<file path="src/rtl/chan_irq_pkg.sv">
package chan_irq_pkg;
    localparam int STAT_W_DEF = 7;
    localparam int BIT_TXHALF = 0;
    localparam int BIT_TXDONE = 1;
    localparam int BIT_UNDER  = 2;

    typedef enum logic [0:0] {
        UR_QUIET   = 1'b0,
        UR_LATCHED = 1'b1
    } ur_state_e;
endpackage

</file>
<file path="src/rtl/underrun_tracker.sv">
module underrun_tracker
    import chan_irq_pkg::*;
(
    input  logic clk,
    input  logic rst_n,
    input  logic if_en,
    input  logic underrun_evt,
    input  logic clr_hit,
    output logic ur_next
);
    ur_state_e state_q, state_d;

    // next-state selection
    always_comb begin
        state_d = state_q;
        if (!if_en) begin
            state_d = UR_QUIET;                 // DISABLE
        end else begin
            unique case (state_q)
                UR_QUIET:   if (underrun_evt) state_d = UR_LATCHED;             // LATCH
                UR_LATCHED: if (clr_hit && !underrun_evt) state_d = UR_QUIET;   // CLEAR
                default:    state_d = UR_QUIET;
            endcase
        end
    end

    // state register
    always_ff @(posedge clk or negedge rst_n) begin
        if (!rst_n) state_q <= UR_QUIET;
        else        state_q <= state_d;
    end

    // output: status seen by a refresh taken this cycle
    always_comb begin
        ur_next = (state_d == UR_LATCHED);
    end
endmodule

</file>
<file path="src/rtl/status_former.sv">
module status_former
    import chan_irq_pkg::*;
#(
    parameter int STAT_W = STAT_W_DEF
) (
    input  logic              clk,
    input  logic              rst_n,
    input  logic              if_en,
    input  logic              refresh,
    input  logic              half_empty,
    input  logic              empty,
    input  logic              busy,
    input  logic              ur_next,
    output logic [STAT_W-1:0] raw_q
);
    logic [STAT_W-1:0] fresh;

    always_comb begin
        fresh             = '0;
        fresh[BIT_TXHALF] = half_empty;
        fresh[BIT_TXDONE] = empty & ~busy;
        fresh[BIT_UNDER]  = ur_next;
    end

    always_ff @(posedge clk or negedge rst_n) begin
        if (!rst_n)        raw_q <= '0;
        else if (!if_en)   raw_q <= '0;
        else if (refresh)  raw_q <= fresh;
    end
endmodule

</file>
<file path="src/rtl/irq_driver.sv">
module irq_driver
    import chan_irq_pkg::*;
#(
    parameter int STAT_W = STAT_W_DEF
) (
    input  logic              clk,
    input  logic              rst_n,
    input  logic              ien_wr,
    input  logic [STAT_W-1:0] ien_wdata,
    input  logic [STAT_W-1:0] raw,
    output logic [STAT_W-1:0] masked,
    output logic              irq_q
);
    logic [STAT_W-1:0] ien_q;

    always_ff @(posedge clk or negedge rst_n) begin
        if (!rst_n)      ien_q <= '0;
        else if (ien_wr) ien_q <= ien_wdata;
    end

    assign masked = raw & ien_q;

    always_ff @(posedge clk or negedge rst_n) begin
        if (!rst_n) irq_q <= 1'b0;
        else        irq_q <= |masked;
    end
endmodule

</file>
<file path="src/rtl/chan_irq_status.sv">
module chan_irq_status
    import chan_irq_pkg::*;
#(
    parameter int STAT_W = STAT_W_DEF,
    parameter int DATA_W = 32
) (
    input  logic              clk,
    input  logic              rst_n,
    input  logic              if_en,
    input  logic              drain_evt,
    input  logic              cfg_wr,
    input  logic              fifo_underrun,
    input  logic              fifo_half_empty,
    input  logic              fifo_empty,
    input  logic              tx_busy,
    input  logic              ien_wr,
    input  logic [STAT_W-1:0] ien_wdata,
    input  logic              clr_wr,
    input  logic [STAT_W-1:0] clr_wdata,
    output logic [STAT_W-1:0] raw_stat,
    output logic [STAT_W-1:0] masked_stat,
    output logic              irq,
    output logic [DATA_W-1:0] rd_data
);
    localparam int PAD_W = DATA_W - STAT_W;

    logic refresh;
    logic clr_hit;
    logic ur_next;

    assign refresh = drain_evt | cfg_wr | ien_wr | clr_wr;
    assign clr_hit = clr_wr & clr_wdata[BIT_UNDER];

    underrun_tracker u_ur (
        .clk          (clk),
        .rst_n        (rst_n),
        .if_en        (if_en),
        .underrun_evt (fifo_underrun),
        .clr_hit      (clr_hit),
        .ur_next      (ur_next)
    );

    status_former #(.STAT_W(STAT_W)) u_stat (
        .clk        (clk),
        .rst_n      (rst_n),
        .if_en      (if_en),
        .refresh    (refresh),
        .half_empty (fifo_half_empty),
        .empty      (fifo_empty),
        .busy       (tx_busy),
        .ur_next    (ur_next),
        .raw_q      (raw_stat)
    );

    irq_driver #(.STAT_W(STAT_W)) u_irq (
        .clk       (clk),
        .rst_n     (rst_n),
        .ien_wr    (ien_wr),
        .ien_wdata (ien_wdata),
        .raw       (raw_stat),
        .masked    (masked_stat),
        .irq_q     (irq)
    );

    generate
        if (PAD_W > 0) begin : g_pad
            assign rd_data = {{PAD_W{1'b0}}, raw_stat};
        end else begin : g_trunc
            assign rd_data = raw_stat[DATA_W-1:0];
        end
    endgenerate
endmodule

</file>
<file path="config.mk">
export PLATFORM = sky130hd
export DESIGN_NAME = chan_irq_status
export DESIGN_NICKNAME = d
export VERILOG_FILES = /design/src/rtl/chan_irq_pkg.sv /design/src/rtl/underrun_tracker.sv /design/src/rtl/status_former.sv /design/src/rtl/irq_driver.sv /design/src/rtl/chan_irq_status.sv
export SDC_FILE = /design/constraint.sdc
export NUM_CORES = 1
export LEC_CHECK = 0
export BUFFER_PORTS_ARGS = -buffer_cell sky130_fd_sc_hd__buf_2
export CORE_AREA = 2 2 46 48
export DETAILED_ROUTE_END_ITERATION = 12
export DIE_AREA = 0 0 48 50
export MAX_ROUTING_LAYER = met4
export PLACE_DENSITY = 0.87
export SYNTH_ARGS = -nofsm -noshare
export SYNTH_HDL_FRONTEND = slang
export SYNTH_SLANG_ARGS = --single-unit
</file>
<file path="constraint.sdc">
create_clock -name clk -period 1.5 [get_ports clk]
set_input_delay 0.15 -clock clk [delete_from_list [all_inputs] [get_ports clk]]
set_output_delay 0.15 -clock clk [all_outputs]
set_load 0.02 [all_outputs]
</file>
Word level (Yosys, flattened, before mapping)
Cells that the tools add are included.

Logic and storage cells: 22. Input port bits: 25. Output and inout port bits: 47. Register bits: 16.

Reductions and logical operators: 3. Eq/ne operators: 1. Mux-type cells: 6. Bitwise gates (word level): 8.

Operators by type and width (count): 2-to-1 mux 7 bit (2); bitwise AND 7 bit (1); OR reduction 7 bit (1); 2-to-1 mux 1 bit (3); OR 1 bit (3); bitwise AND 1 bit (2); inequality test 2 x 1 -> 1 bit, second input constant (1); inverter 1 bit (2); one-hot mux 1 bit (2 select lines) (1); logical AND 1 bit (1); logical NOT 1 bit (1).

Logic depth before layout (Yosys ltp)
Gate-level depths: netlist of the first run.

Depth in word-level cells: 7. Mapped depth: 3. Mapped depth without buffers: 3.

Cells and area by module
Synthesis of the first run repeated with hierarchy kept, for this count alone.

Cell total of the unflattened synthesis: 79. Area total of the unflattened synthesis: 822.0 µm².

Modules (own cells, without submodules): irq_driver (seq. area each 200.2 µm², area each 356.6 µm², cells each 26, instances 1); chan_irq_status (seq. area each 0.0 µm², area each 257.7 µm², cells each 35, instances 1); status_former (seq. area each 75.1 µm², area each 161.4 µm², cells each 15, instances 1); underrun_tracker (seq. area each 25.0 µm², area each 46.3 µm², cells each 3, instances 1).

Least setup slack after synthesis of the first run
Ideal clock, no wire load.

Path kind: reg-to-reg. Start point: reg u_stat.raw_q[2]. End point: reg u_irq.irq_q. Buffers on the path: 0. Required time: 1.380 ns. Period minus slack after synthesis: 1.073 ns. Data arrival time: 0.952 ns. Library setup time: 0.120 ns. Slack: 0.427 ns. Stages on the path, launching flop included: 4. Cells stage by stage: dfrtp_1 and2_1 nor3_1 inv_1.

Cells in the longest elaborated chain, start to end: 2.

Ends and longest elaborated chain: from (decl) (RTL line status_former.sv:14) `output logic [STAT_W-1:0] raw_q`; from (signal assigned) (RTL line status_former.sv:28) `else if (refresh) raw_q <= fresh;`; bitwise AND 7 bit (RTL line irq_driver.sv:21) `assign masked = raw & ien_q;`; via masked_stat[2] (RTL line chan_irq_status.sv:21) `output logic [STAT_W-1:0] masked_stat,`; OR reduction 7 bit (RTL line irq_driver.sv:25) `else irq_q <= |masked;`; to (signal assigned) (RTL line irq_driver.sv:25); to (decl) (RTL line irq_driver.sv:12) `output logic irq_q`.

The timed path passes the listed nets, and every way through them passes these cells. A chain may end at the register's enable or synchronous reset.

Worst setup path in the final report of the first run
Start point: reg u_stat.raw_q[2]. End point: out masked_stat[2].

Cells in the longest elaborated chain, start to end: 1.

Ends and longest elaborated chain (RTL line): bitwise AND 7 bit (irq_driver.sv:21); to (decl) (chan_irq_status.sv:21).

No other way between the ends.

==> impl_metrics.json, run 1 <==
{
  "detailed_place_hpwl_um": 939,
  "hold-worst-slack_ps": 132,
  "power.density_nw_per_um2": 869,
  "power_switching_mw": 0.213,
  "synth-seq-area-share_pct": 30.9,
  "yosys.area_share.xor_xnor_pct": 0,
  "pre_cts_slack_ps": 424,
  "cts-root-buf": "clkbuf_4",
  "period_share_pct": 75.6,
  "die_h_um": 50,
  "internal_power_mw": 0.368,
  "grt_pass1_vias": 357,
  "clock-skew-final_ps": 7.05,
  "cts-buffers-inserted": 3,
  "fin_util_pct": 35.1,
  "fill_cells": 211,
  "drt_iter0_drc": 0,
  "drc_errors": 0,
  "combPwrFrac_pct": 30.6,
  "muxShareOfSynthArea_pct": 6.77,
  "swShare_pct": 36.7,
  "max-vdd-ir-drop_mv": 0.284,
  "portBuffers": 24,
  "worstPathCellList": "and2_1, buf_2",
  "antenna_cells": 0,
  "grt_pass1_wl_um": 1520,
  "dieWidth_um": 48,
  "mappedNetlistArea_um2": 647,
  "core_area_um2": 1900,
  "clkPwrFrac_pct": 27.5,
  "cp.required_ps": 1350,
  "arrival_ps": 980,
  "r2r-start": "u_stat.raw_q[2]",
  "syn_area_per_cell_um2": 9.37,
  "critPathTopFamily": "flip-flops",
  "cts_resized": 0,
  "clk_pin_slew_ps": 60,
  "p_seq_share_pct": 41.9,
  "worstSetupEndpointType": "output pin",
  "start_util_pct": 34.0,
  "gp_congestion": 0.650,
  "r2r_cells": 3,
  "outcome": "finished, final reports clean",
  "synth_cell_types": 15,
  "drive_above_1_share_pct": 33.3,
  "crit_buf_inv": 1,
  "synth_top_family_by_area": "buffers and inverters",
  "hold_class": "primary input to flip-flop",
  "fin_ws_ps": 367,
  "synthAdderAreaFrac_pct": 0,
  "ant_nets": 0,
  "area_growth_syn_to_layout_pct": 3.29,
  "worst-setup-path-type": "flip-flop to output pin",
  "synth_compound_area_share_pct": 2.71,
  "die_area_um2": 2400,
  "multi_input_comb_area_um2": 274,
  "fin_nets": 120,
  "r2r_end": "u_irq.irq_q",
  "hold_end": "u_irq.ien_q[2]",
  "ys_ff_latch": 8,
  "syn_inst": 69,
  "cp_slowest_stage_delay_ps": 400,
  "cts_tree": "done",
  "grt_max_degree": 9,
  "p_total_mw": 0.581,
  "grt_usage_pct": 9.99,
  "routed_wl_um": 1040,
  "drv_cap": 0,
  "drtPass1Iterations": 1,
  "fin_crit_ps": 1130,
  "ff2ff_setup_slack_ps": 590,
  "insertion_delay_ps": 250,
  "overflow": 0,
  "synth-simple-area-share_pct": 11.4,
  "wire_per_inst_um": 8.66,
  "clkSinkCount": 8,
  "setup_viol": 0,
  "ctsHoldBuffers": 1,
  "post-cts-setup-buffer-count": 0,
  "cp-start-kind": "flip-flop",
  "h-tree-depth": 1,
  "regArea_um2": 200,
  "setup_tns_ps": 0,
  "vias": 413,
  "avgViaCountPerCell": 3.44,
  "ys_warn_count": 0,
  "drv_slew": 0,
  "path_depth": 2,
  "rsz0062_at_grt": "no",
  "path_max_fanout": 4,
  "critPathSlowestCell": "dfrtp_1",
  "final_hold_viol_count": 0,
  "fmax_mhz": 882,
  "rows": 16,
  "ios": 72,
  "hold_start": "ien_wdata[2]",
  "leakagePower_nw": 0.396,
  "antenna_found_initial": 0,
  "cts_buffer_depth": 2,
  "hold_depth": 2
}
[metal layers]
metal / GRT usage [%] / share of wire [%] / vias up
met5: - / 0 / -
met4: 5.41 / 0 / 0
met3: 5.49 / 13 / 0
met2: 17.8 / 57 / 37
met1: 7.16 / 29 / 186
li1: - / - / 190
[sequential cells by signal, summed over array words and instances (netlist names)]
| name | count |
|---|---|
| u_irq.ien_q | 3 |
| u_stat.raw_q | 3 |
| u_irq.irq_q | 1 |
| u_ur.state_q | 1 |
[power groups by stage]
stage / Sequential (mW) / Combinational (mW) / Clock, mW
3_5_place_dp: 0.248 / 0.176 / 0
2_1_floorplan: 0.255 / 0.199 / 0
6_report: 0.243 / 0.178 / 0.160
3_3_place_gp: 0.247 / 0.172 / 0
4_1_cts: 0.244 / 0.178 / 0.168
5_1_grt: 0.247 / 0.195 / 0.179
[worst max-delay path by stage]
| stage | endpoint | start |
|---|---|---|
| final | masked_stat[2] | u_stat.raw_q[2] |
| after global routing | masked_stat[1] | u_stat.raw_q[1] |
| after CTS | masked_stat[2] | u_stat.raw_q[2] |
| after detailed placement | u_stat.raw_q[0] | cfg_wr |
| after global placement | u_stat.raw_q[0] | cfg_wr |
| after floorplan | u_irq.irq_q | u_stat.raw_q[2] |
[Yosys cell counts, drive strengths merged]
cell	n	share of area [%]
nand3	1	0.77
mux2	3	5.2
buf	40	46
conb	1	0.58
and2	3	2.9
o31ai	1	1.2
mux2i	1	1.5
nor3	1	0.77
a21oi	2	1.5
dfrtp	8	31
nor4	1	3.3
or3b	1	1.4
inv	2	1.2
nor2	2	1.2
nand2	2	1.2
[stage by stage]
stage                     instance area [um^2]  cells
after floorplan                            782    105
after global placement                     636    116
after detailed placement                   636    116
after CTS                                  668    120
after global routing                       668    120
final                                      668    120
[cell usage in the layout, fill, tap and decap left out]
cell            n
dlygate4sd3_1   1
dfrtp_1         8
or3b_1          1
mux2_2          3
o31ai_1         1
inv_1           2
nor2_1          2
and2_1          3
a21oi_1         2
nand2_1         2
mux2i_1         1
nor4_4          1
clkbuf_4        3
nand3_1         1
buf_2          24
nor3_1          1
conb_1         37
[logic make-up (layout without fill, tap and decap cells)]
family,count (synthesis),in the layout
buf+inv,42,30
simple gates,11,11
flops,8,8
mux,4,4
compound gates,3,3
other cells,1,37
[cell type report]
| type | instances | share of cell area (%) |
|---|---|---|
| Multi-Input combinational cell | 55 | 41.0 |
| Timing Repair Buffer | 25 | 19.5 |
| Inverter | 2 | 1.12 |
| Clock buffer | 3 | 3.37 |
| Tap cell | 27 | 5.06 |
| Sequential cell | 8 | 30.0 |
(Power assumes the default switching activity.)
==> run 2, diff against run 1 <==
--- a/config.mk
+++ b/config.mk
@@ -6,11 +6,11 @@
 export NUM_CORES = 1
 export LEC_CHECK = 0
 export BUFFER_PORTS_ARGS = -buffer_cell sky130_fd_sc_hd__buf_2
-export CORE_AREA = 2 2 46 48
+export CORE_AREA = 2 2 50 52
 export DETAILED_ROUTE_END_ITERATION = 12
-export DIE_AREA = 0 0 48 50
+export DIE_AREA = 0 0 52 54
 export MAX_ROUTING_LAYER = met4
-export PLACE_DENSITY = 0.87
+export PLACE_DENSITY = 0.78
 export SYNTH_ARGS = -nofsm -noshare
 export SYNTH_HDL_FRONTEND = slang
 export SYNTH_SLANG_ARGS = --single-unit
==> constraint.sdc (replaced) <==
create_clock -name clk -period 1 [get_ports clk]
set_input_delay 0.1 -clock clk [delete_from_list [all_inputs] [get_ports clk]]
set_output_delay 0.1 -clock clk [all_outputs]
set_load 0.02 [all_outputs]
==> run 2 against run 1 <==
Compared with the run above: largest cell class unchanged; setup slack got worse by 420 ps; via count rose by 0.24%; combinational power rose by 79%; first-iteration DRC count rose by 1; highest routed layer unchanged; the flow now finishes with violations (setup timing); non-clock buffer count rose by 5; total power rose by 63%.
==> impl_metrics.json, run 2 (synthesized netlist as in run 1, its figures left out) <==
{
  "outcome": "complete, but fails checks",
  "violations": "setup timing",
  "rsz0062_at_grt": "yes",
  "antenna_cells": 0,
  "r2r_end": "u_irq.irq_q",
  "max-vdd-ir-drop_mv": 0.349,
  "cp.required_ps": 900,
  "p_seq_share_pct": 38.8,
  "ios": 72,
  "die_h_um": 54,
  "clkSinkCount": 8,
  "leakagePower_nw": 0.438,
  "routed_wl_um": 1020,
  "ff2ff_setup_slack_ps": 70,
  "start_util_pct": 27.9,
  "cp_slowest_stage_delay_ps": 430,
  "die_area_um2": 2810,
  "r2r_cells": 3,
  "worstPathCellList": "and2_4, buf_6",
  "clk_pin_slew_ps": 60,
  "core_area_um2": 2320,
  "clock-skew-final_ps": 7.48,
  "detailed_place_hpwl_um": 878,
  "h-tree-depth": 1,
  "hold_start": "ien_wdata[0]",
  "avgViaCountPerCell": 3.21,
  "drive_above_1_share_pct": 40.4,
  "hold_depth": 2,
  "mostFrequentLayoutCell": "conb_1",
  "ant_nets": 0,
  "cts-buffers-inserted": 3,
  "worstSetupEndpointType": "output pin",
  "fin_nets": 125,
  "r2r-start": "u_stat.raw_q[2]",
  "critPathSlowestCell": "dfrtp_2",
  "worst-setup-path-type": "flip-flop to output pin",
  "drv_cap": 0,
  "cp-start-kind": "flip-flop",
  "fin_crit_ps": 1060,
  "cts_buffer_depth": 2,
  "drv_slew": 0,
  "fill_cells": 249,
  "final_hold_viol_count": 0,
  "gp_congestion": 0.658,
  "power.density_nw_per_um2": 1210,
  "area_growth_syn_to_layout_pct": 21.1,
  "clkPwrFrac_pct": 27.6,
  "internal_power_mw": 0.611,
  "final_area_um2": 783,
  "fin_ws_ps": -57.3,
  "cts_tree": "done",
  "grt_max_degree": 9,
  "reg_top3": "u_irq.ien_q (3), u_stat.raw_q (3)",
  "drtPass1Iterations": 2,
  "rows": 18,
  "insertion_delay_ps": 250,
  "drt_iter0_drc": 1,
  "period_share_pct": 106,
  "dieWidth_um": 52,
  "most-common-layout-cells": "37 x conb_1, 16 x buf_2, 11 x buf_6",
  "combPwrFrac_pct": 33.6,
  "setup_viol": 6,
  "portBuffers": 24,
  "arrival_ps": 960,
  "overflow": 0,
  "grt_pass1_wl_um": 1530,
  "hold_class": "primary input to flip-flop",
  "antenna_found_initial": 0,
  "drc_errors": 0,
  "path_max_fanout": 3,
  "vias": 414,
  "regArea_um2": 201,
  "grt_usage_pct": 8.08,
  "power_switching_mw": 0.334,
  "cts-root-buf": "clkbuf_4",
  "hold_end": "u_irq.ien_q[0]",
  "post_dp_cell_area_um2": 656,
  "hold-worst-slack_ps": 84.6,
  "grt_pass1_vias": 369,
  "pre_cts_slack_ps": -22.0,
  "multi_input_comb_area_um2": 282,
  "swShare_pct": 35.4,
  "wire_per_inst_um": 7.93,
  "fmax_mhz": 946
}
## run 2: cell count changes in the layout (fill, tap and decap cells not counted)
cell	delta
buf_6	+11
buf_2	-8
and2_1	-3
and2_4	+3
buf_4	+2
clkbuf_1	+1
dfrtp_1	-1
dfrtp_2	+1
## run 2: layer usage
| metal | up-vias | routed length (um) | GRT usage, % |
|---|---|---|---|
| li1 | 200 | - | - |
| met1 | 184 | 356 | 7.05 |
| met2 | 30 | 563 | 14.3 |
| met3 | 0 | 104 | 2.50 |
| met4 | 0 | 0 | 6.58 |
| met5 | - | 0 | - |
## run 2: worst max-delay path by stage
stage | endpoint | from | slack (ps) | cells after the start
3_5_place_dp | u_stat.raw_q[0] | cfg_wr | -20 | 4
6_report | masked_stat[2] | u_stat.raw_q[2] | -60 | 2
2_1_floorplan | u_irq.irq_q | u_stat.raw_q[1] | 8 | 3
4_1_cts | masked_stat[2] | u_stat.raw_q[2] | -70 | 2
5_1_grt | masked_stat[2] | u_stat.raw_q[2] | -90 | 2
3_3_place_gp | u_stat.raw_q[0] | cfg_wr | -10 | 4
## run 2: worst max-delay path: cells and delay by family, from the launching register on
| family | cells | cell delay, ps |
|---|---|---|
| DFF | 1 | 430 |
| and+or+nand+nor | 1 | 150 |
| buffers and inverters | 1 | 120 |
## run 2: timing repair
item	CTS	global route
setup endpoints to repair	3	8
pin swaps	3	0
hold buffers	1	0
buffers inserted	3	1
hold endpoints to repair	8	0
resized for setup	13	6
## run 2: area by class of cell
type | instances | area share, %
clock buffers | 4 | 3.35
inverters | 2 | 0.958
multi-input cells | 55 | 35.9
flip-flops and latches | 8 | 25.7
well taps | 30 | 4.79
repair buffers | 30 | 29.2
## run 2: power by group through the flow
stage               sequential, mW  combinational [mW]  clock (mW)
finish                       0.367               0.318       0.260
floorplan                    0.385               0.303           0
CTS                          0.366               0.309       0.276
global route                 0.370               0.344       0.298
global placement             0.373               0.268           0
detailed placement           0.374               0.270           0
## run 2: through the flow
step           util (%)  power, mW  instances  TNS [ps]
2_1_floorplan         -      0.688        105         0
3_3_place_gp       28.3      0.641        120     -14.9
3_5_place_dp       28.3      0.644        120     -22.0
4_1_cts            32.6      0.951        128      -314
5_1_grt            33.8       1.01        129      -417
6_report           33.8      0.945        129      -163
==> run 3, diff against run 2 <==
--- a/config.mk
+++ b/config.mk
@@ -7,10 +7,13 @@
 export LEC_CHECK = 0
 export BUFFER_PORTS_ARGS = -buffer_cell sky130_fd_sc_hd__buf_2
 export CORE_AREA = 2 2 50 52
+export CTS_CLUSTER_SIZE = 24
 export DETAILED_ROUTE_END_ITERATION = 12
 export DIE_AREA = 0 0 52 54
 export MAX_ROUTING_LAYER = met4
 export PLACE_DENSITY = 0.78
+export SKIP_CTS_REPAIR_TIMING = 1
 export SYNTH_ARGS = -nofsm -noshare
 export SYNTH_HDL_FRONTEND = slang
 export SYNTH_SLANG_ARGS = --single-unit
+export TNS_END_PERCENT = 100
==> run 3 against run 2 <==
Compared with the run above: the flow still finishes with violations (setup timing); design area shrank 6.1%; clock skew grew 0.85 ps; sequential cell count is the same; sequential share of layout area grew 1.7 points; largest cell class unchanged; largest power group unchanged.
==> impl_metrics.json, run 3 (synthesized netlist as in run 1, its figures left out) <==
{
  "area_growth_syn_to_layout_pct": 13.7,
  "reg_top3": "u_irq.ien_q (3), u_stat.raw_q (3)",
  "vias": 416,
  "swShare_pct": 35.8,
  "worstPathCellList": "and2_4, buf_6",
  "rsz0062_at_grt": "yes",
  "critPathSlowestCell": "dfrtp_2",
  "routed_wl_um": 1020,
  "antenna_cells": 0,
  "path_depth": 2,
  "internal_power_mw": 0.592,
  "antenna_found_initial": 0,
  "drc_errors": 0,
  "cp_slowest_stage_delay_ps": 430,
  "power.density_nw_per_um2": 1250,
  "clkPwrFrac_pct": 28.4,
  "setup_viol": 6,
  "worst-setup-path-type": "flip-flop to output pin",
  "critPathTopFamily": "flip-flops",
  "detailed_place_hpwl_um": 878,
  "crit_buf_inv": 1,
  "most-common-layout-cells": "37 x conb_1, 20 x buf_2, 7 x dfrtp_1",
  "clkSinkCount": 8,
  "outcome": "complete, but fails checks",
  "r2r_cells": 3,
  "cp-start-kind": "flip-flop",
  "cts-root-buf": "clkbuf_4",
  "violations": "setup timing",
  "drive_above_1_share_pct": 39.8,
  "max-vdd-ir-drop_mv": 0.319,
  "ff2ff_setup_slack_ps": 70,
  "fin_ws_ps": -53.3,
  "die_h_um": 54,
  "crit_path_start": "u_stat.raw_q[2]",
  "drv_cap": 0,
  "cts_tree": "done",
  "grt_max_degree": 9,
  "period_share_pct": 105,
  "grt_pass1_wl_um": 1500,
  "h-tree-depth": 1,
  "fin_crit_ps": 1050,
  "fill_cells": 261,
  "start_util_pct": 27.9,
  "wire_per_inst_um": 7.94,
  "hold_class": "primary input to flip-flop",
  "rows": 18,
  "fmax_mhz": 949,
  "final_hold_viol_count": 0,
  "cts_buffer_depth": 2,
  "clk_pin_slew_ps": 60,
  "overflow": 0,
  "portBuffers": 24,
  "ant_nets": 0,
  "clock-skew-final_ps": 8.33,
  "core_area_um2": 2320,
  "cts-buffers-inserted": 3,
  "arrival_ps": 950,
  "ios": 72,
  "insertion_delay_ps": 250,
  "drt_iter0_drc": 1,
  "post_dp_cell_area_um2": 656,
  "leakagePower_nw": 0.424,
  "fin_nets": 124,
  "setup_tns_ps": -212,
  "r2r-start": "u_stat.raw_q[2]",
  "r2r_end": "u_irq.irq_q",
  "grt_usage_pct": 7.97,
  "endpoint": "masked_stat[2]",
  "avgViaCountPerCell": 3.25,
  "path_max_fanout": 4,
  "die_area_um2": 2810,
  "final_area_um2": 736,
  "drtPass1Iterations": 2,
  "cp.required_ps": 900,
  "power_switching_mw": 0.330,
  "regArea_um2": 201,
  "drv_slew": 0,
  "worstSetupEndpointType": "output pin",
  "combPwrFrac_pct": 32.0,
  "hold-worst-slack_ps": 84.6,
  "grt_pass1_vias": 357,
  "dieWidth_um": 52,
  "multi_input_comb_area_um2": 282,
  "mostFrequentLayoutCell": "conb_1",
  "p_seq_share_pct": 39.7,
  "gp_congestion": 0.658
}
==> run 3: cell types whose count changed in the layout (fill, tap and decap cells not counted) <==
cell / change
buf_4: +3
buf_6: -8
buf_2: +4
==> run 3: layout make-up <==
type	instances	share of cell area, %
clock buffers	4	3.57
flip-flops and latches	8	27.4
inverters	2	1.02
multi-input cells	55	38.3
well taps	30	5.10
repair buffers	29	24.7
==> run 3: per-stage QoR <==
stage	total power, mW	util (%)	worst slack [ps]	cells
2_1_floorplan	0.688	-	8.19	105
5_1_grt	0.988	31.7	-89.2	128
3_5_place_dp	0.644	28.3	-22.0	120
3_3_place_gp	0.641	28.3	-14.9	120
4_1_cts	0.914	29.4	-121	124
6_report	0.922	31.7	-53.3	128
==> run 3: worst reg2reg max path, cell delays in order, from the launching register on <==
cell and delay [ps]:
dfrtp_2 430, and2_4 150, nor3_1 170, inv_1 50
==> run 3: how the worst min path moves through the flow <==
| stage | from | endpoint | depth (start not counted) |
|---|---|---|---|
| floorplan | rst_n | u_irq.ien_q[0] | 0 |
| global placement | rst_n | u_stat.raw_q[1] | 1 |
| detailed placement | rst_n | u_stat.raw_q[1] | 1 |
| CTS | rst_n | u_ur.state_q | 1 |
| global route | ien_wdata[0] | u_irq.ien_q[0] | 2 |
| finish | ien_wdata[0] | u_irq.ien_q[0] | 2 |
==> run 3: per-layer routing <==
metal / up-vias / track usage [%] / part of all wire [%]
met3: 0 / 2.78 / 12
met5: - / - / 0
met4: 0 / 6.58 / 0
li1: 200 / - / -
met2: 30 / 13.7 / 54
met1: 186 / 7.06 / 34
==> run 3: power groups by stage <==
stage	combinational (mW)	sequential (mW)	clock [mW]
after floorplan	0.303	0.385	0
after global placement	0.268	0.373	0
after detailed placement	0.270	0.374	0
after CTS	0.270	0.368	0.276
after global routing	0.320	0.369	0.299
final	0.295	0.366	0.262
